File: config.mk
export PLATFORM = sky130hd
export DESIGN_NAME = dsa_ctrl
export DESIGN_NICKNAME = d
export VERILOG_FILES = /design/src/rtl/dsa_pkg.sv /design/src/rtl/dsa_edge_det.sv /design/src/rtl/dsa_shift_reg.sv /design/src/rtl/dsa_atten_reg.sv /design/src/rtl/dsa_ctrl.sv
export SDC_FILE = /design/constraint.sdc
export NUM_CORES = 1
export LEC_CHECK = 0
export CAP_MARGIN = 40
export CORE_UTILIZATION = 41
export DETAILED_ROUTE_END_ITERATION = 12
export PLACE_DENSITY = 0.72
export REMOVE_ABC_BUFFERS = 1
export SLEW_MARGIN = 20
export SYNTH_ARGS = -nofsm -noshare
export SYNTH_HDL_FRONTEND = slang
export SYNTH_SLANG_ARGS = --single-unit
File: constraint.sdc
create_clock -name clk -period 1.2 [get_ports clk]
set_input_delay 0.12 -clock clk [delete_from_list [all_inputs] [get_ports clk]]
set_output_delay 0.12 -clock clk [all_outputs]
set_load 0.01 [all_outputs]
File: src/rtl/dsa_pkg.sv
package dsa_pkg;

  localparam int ATT_W_DEF  = 6;
  localparam int SER_W_DEF  = 8;
  localparam int FIELD_LSB  = 1;

  typedef enum logic [1:0] {
    LD_HOLD     = 2'd0,
    LD_SERIAL   = 2'd1,
    LD_PARALLEL = 2'd2
  } load_e;

  // Decide which source, if any, writes the attenuation register this cycle.
  function automatic load_e pick_load(input logic ser_mode,
                                      input logic le_now,
                                      input logic le_fell);
    if (!ser_mode && le_now)
      return LD_PARALLEL;
    if (ser_mode && le_fell)
      return LD_SERIAL;
    return LD_HOLD;
  endfunction

endpackage

File: src/rtl/dsa_edge_det.sv
module dsa_edge_det #(
  parameter bit RISING = 1'b1
) (
  input  logic clk,
  input  logic rst_n,
  input  logic sig_i,
  output logic edge_o
);
  logic prev_q;

  always_ff @(posedge clk or negedge rst_n) begin
    if (!rst_n) prev_q <= 1'b0;
    else        prev_q <= sig_i;
  end

  generate
    if (RISING) begin : g_rise
      assign edge_o = sig_i & ~prev_q;
    end else begin : g_fall
      assign edge_o = ~sig_i & prev_q;
    end
  endgenerate
endmodule

File: src/rtl/dsa_shift_reg.sv
module dsa_shift_reg #(
  parameter int SER_W  = 8,
  parameter int ATT_W  = 6,
  parameter int F_LSB  = 1
) (
  input  logic             clk,
  input  logic             rst_n,
  input  logic             shift_en,
  input  logic             bit_i,
  input  logic             le_i,
  output logic [SER_W-1:0] word_o,
  output logic [ATT_W-1:0] field_o
);
  logic [SER_W-1:0] word_q;

  // Right shift: the earliest bit migrates down to bit 0 after SER_W shifts.
  always_ff @(posedge clk or negedge rst_n) begin
    if (!rst_n)        word_q <= '0;
    else if (shift_en) word_q <= {bit_i, word_q[SER_W-1:1]};
  end

  assign word_o  = word_q;
  assign field_o = word_q[F_LSB +: ATT_W];


  le_freeze_chk: assert property (@(posedge clk) disable iff (!rst_n)
    le_i |=> $stable(word_q));


  shift_move_chk: assert property (@(posedge clk) disable iff (!rst_n)
    shift_en |=> word_q[SER_W-1] == $past(bit_i));
endmodule

File: src/rtl/dsa_atten_reg.sv
module dsa_atten_reg
  import dsa_pkg::*;
#(
  parameter int ATT_W = 6
) (
  input  logic             clk,
  input  logic             rst_n,
  input  load_e            load_i,
  input  logic [ATT_W-1:0] ser_field_i,
  input  logic [ATT_W-1:0] par_i,
  output logic [ATT_W-1:0] atten_o
);
  localparam logic [ATT_W-1:0] MAX_ATT = {ATT_W{1'b1}};

  logic [ATT_W-1:0] atten_q;
  logic             ser_commit;
  logic             par_follow;

  assign ser_commit = (load_i == LD_SERIAL);
  assign par_follow = (load_i == LD_PARALLEL);

  always_ff @(posedge clk or negedge rst_n) begin
    if (!rst_n)          atten_q <= MAX_ATT;
    else if (ser_commit) atten_q <= ser_field_i;
    else if (par_follow) atten_q <= par_i;
  end

  assign atten_o = atten_q;


  hold_stable_chk: assert property (@(posedge clk) disable iff (!rst_n)
    (load_i == LD_HOLD) |=> $stable(atten_q));


  ser_commit_chk: assert property (@(posedge clk) disable iff (!rst_n)
    ser_commit |=> atten_q == $past(ser_field_i));


  par_follow_chk: assert property (@(posedge clk) disable iff (!rst_n)
    par_follow |=> atten_q == $past(par_i));
endmodule

File: src/rtl/dsa_ctrl.sv
module dsa_ctrl
  import dsa_pkg::*;
#(
  parameter int ATT_W = dsa_pkg::ATT_W_DEF,
  parameter int SER_W = dsa_pkg::SER_W_DEF,
  parameter int F_LSB = dsa_pkg::FIELD_LSB
) (
  input  logic             clk,
  input  logic             rst_n,
  input  logic             ser_sel,
  input  logic             ser_data,
  input  logic             ser_clk,
  input  logic             latch_en,
  input  logic [ATT_W-1:0] par_data,
  output logic [ATT_W-1:0] atten_q
);
  logic             sclk_rise;
  logic             le_fall;
  logic             shift_en;
  logic [SER_W-1:0] ser_word;
  logic [ATT_W-1:0] ser_field;
  load_e            load_sel;

  dsa_edge_det #(.RISING(1'b1)) u_sclk_edge (
    .clk   (clk),
    .rst_n (rst_n),
    .sig_i (ser_clk),
    .edge_o(sclk_rise)
  );

  dsa_edge_det #(.RISING(1'b0)) u_le_edge (
    .clk   (clk),
    .rst_n (rst_n),
    .sig_i (latch_en),
    .edge_o(le_fall)
  );

  // Shift edges arriving while the latch is open are discarded.
  assign shift_en = sclk_rise & ~latch_en;

  dsa_shift_reg #(.SER_W(SER_W), .ATT_W(ATT_W), .F_LSB(F_LSB)) u_shift (
    .clk     (clk),
    .rst_n   (rst_n),
    .shift_en(shift_en),
    .bit_i   (ser_data),
    .le_i    (latch_en),
    .word_o  (ser_word),
    .field_o (ser_field)
  );

  assign load_sel = pick_load(ser_sel, latch_en, le_fall);

  dsa_atten_reg #(.ATT_W(ATT_W)) u_atten (
    .clk        (clk),
    .rst_n      (rst_n),
    .load_i     (load_sel),
    .ser_field_i(ser_field),
    .par_i      (par_data),
    .atten_o    (atten_q)
  );


  ser_le_high_chk: assert property (@(posedge clk) disable iff (!rst_n)
    (ser_sel && latch_en) |=> $stable(atten_q));


  par_le_low_chk: assert property (@(posedge clk) disable iff (!rst_n)
    (!ser_sel && !latch_en) |=> $stable(atten_q));


  word_edge_bits_chk: assert property (@(posedge clk) disable iff (!rst_n)
    (load_sel == LD_SERIAL) |=> atten_q == $past(ser_word[F_LSB +: ATT_W]));
endmodule

==> run metrics <==
status=complete, no violations; IO Pins=18; max-slew violations=0; mean post-synth cell area=13.36 sq um; Worst Setup Path Type=flip-flop to flip-flop; Fill cells=136; Initial DRT Pass Iterations=2; min Tclk post-route=1167 ps; residual DRC count=0; hold slack final=152.3 ps; period utilization=97.23%; leading area contributor after synthesis=dfrtp_1; share of the synthesized area in the top cell type=33.71%; starting density of the core=44.35%; vias post-DR=467; register bit total from synthesis=15; initial antenna violation count=0; Final Skew=0.8074 ps; Clock Tree Buf Depth=2; gate count after technology mapping=50; initial drt markers=2; crit start category=flip-flop; layout cell share with drive strength beyond 1=42.47%; Area growth syn-to-layout=33.33%; Mapped Area=668.1 sq um; crit end category=flip-flop; worst skew pair latency=270 ps; Cell variety after synth=12; power density over the cells=1538 mW/mm^2; CP max stage delay=400 ps; Final setup viols=0; final WL=1179 um; Total GRT Usage=15.17%; setup bufs post-CTS=0; largest net degree at the start of global routing=16; area of the multi-input gates=286.5 sq um; first-pass GRT wire length=1952 um; die area=0.001795 sq mm; clock-pin slew on the worst setup and hold paths=80 ps; RSZ-0062 raised after global routing=no; routability congestion estimate=0.7396; crit-path cells=nor3b_4, buf_6, mux2_2; Final nets=86; flip-flop and latch area=382.9 sq um; total power=1.370 mW; Worst Path Required=1370 ps; CP max FO=7; Die Wd=42.37 um; Leak=0.4107 nW; Max Clk Rate=0.8571 GHz; hold violation total from the final report=0; Vias/cell=5.247; standard-cell rows=14; Die Span Y=42.37 um; crit path DAT=1330 ps; relative slew slack=80.89%; TritonCTS Sinks=15; gr ovfl total=0; slowest stage cell, crit path=dfrtp_1; cell family with most CP delay=flip-flops; antenna fix cells=0; Post-DRT Antenna Nets=0; Synth area leaders=dfrtp_1, dfstp_2, mux2_2; hpwl dp=904.9 um; vias in the first global route=427; Worst Max-Slew Pin Slew=285.7 ps; core area=0.001506 sq mm; buffers and inverters on the worst path=1; Synth warnings=0; CTS Root Buffer Type=clkbuf_4; max capacitance violation total=0; peak supply drop=0.001018 V; WL/cell=13.25 um; CTS Buf Count=3; sequential area share after synthesis=57.30%; worst min-delay path category=primary input to async pin; H-tree levels=1; # port buffers=17; CTS tree=built
==> area by class of cell <==
class                   count  share of cell area, %
clock buffers               3                  2.528
clock inverters             1                 0.5618
multi-input cells          33                  32.16
flip-flops and latches     15                  42.98
well taps                  16                  2.247
repair buffers             21                  19.52
==> worst register-to-register path: stages, from the launching register on <==
cell and delay (ps):
dfrtp_1 400, nor3b_4 180, buf_6 160, mux2_2 330
==> path summary, 6_finish.rpt <==
check	slack [ps]	from	cells after the start	end
setup / recovery	30	u_sclk_edge.prev_q	3	u_shift.word_o[4]
hold / removal	150	rst_n	2	u_sclk_edge.prev_q
setup reg to reg	30	u_sclk_edge.prev_q	3	u_shift.word_o[4]
hold reg to reg	500	u_shift.word_o[1]	1	u_shift.word_o[1]
max in group asynchronous	810	rst_n	2	u_atten.atten_o[5]
min in group clk	320	ser_clk	1	u_sclk_edge.prev_q
==> cells in the final DEF, fill, tap and decap left out, drive strengths merged <==
cell type	instances
a211oi	4
a21oi	4
and3	4
buf	4
clkbuf	9
clkdlybuf4s50	11
clkinv	1
dfrtp	9
dfstp	6
mux2	9
mux2i	6
nand2	3
nor3b	1
o21ai	2
==> kinds of logic (layout without fill, tap and decap cells) <==
logic type / count (synthesis) / count (layout) / share of synthesized area (%)
compound gates: 10 / 10 / 8.989
buf+inv: 2 / 25 / 1.310
flops: 15 / 15 / 57.30
mux: 15 / 15 / 24.16
simple gates: 8 / 8 / 8.239
==> through the flow <==
stage / cells / area (sq um) / setup WS [ps] / util, % / TNS, ps
after global routing: 89 / 890.9 / 1.562 / 59.14 / 0
final: 89 / 890.9 / 33.22 / 59.14 / 0
after global placement: 85 / 879.6 / -224.8 / 58.39 / -2703
after CTS: 89 / 907.1 / 8.890 / 60.22 / 0
after floorplan: 48 / 659.4 / 35.87 / - / 0
after detailed placement: 85 / 879.6 / -247.9 / 58.39 / -2988
==> metal layers <==
metal,global-route usage (%),vias to the layer above,routed length [um]
li1,-,229,-
met1,18.36,221,547
met2,23.38,15,559
met3,3.448,2,62
met4,11.25,0,10
met5,0,-,0
==> flip-flops by register name, indices dropped and copies added, names as in the netlist <==
name	count
u_shift.word_o	7
u_atten.atten_o	6
u_le_edge.prev_q	1
u_sclk_edge.prev_q	1
==> Yosys cell counts (all sizes together) <==
| library cell | n |
|---|---|
| mux2 | 9 |
| mux2i | 6 |
| a211oi | 4 |
| dfrtp | 9 |
| dfstp | 6 |
| nand2 | 3 |
| a21oi | 4 |
| and3 | 4 |
| buf | 1 |
| nor3b | 1 |
| clkbuf | 1 |
| o21ai | 2 |
==> where the power goes <==
part	internal (mW)	leakage, nW	switching (mW)
clock	0.124	0.0177	0.152
combinational	0.209	0.220	0.120
sequential	0.670	0.173	0.0956
total	1.00	0.411	0.367
==> timing repair <==
action	4_1_cts	5_1_grt
endpoints found under the hold margin	0	0
hold buffers	0	0
setup endpoints to repair	6	17
gates resized for setup	12	10
cloned	0	0
(Power assumes the default switching activity.)
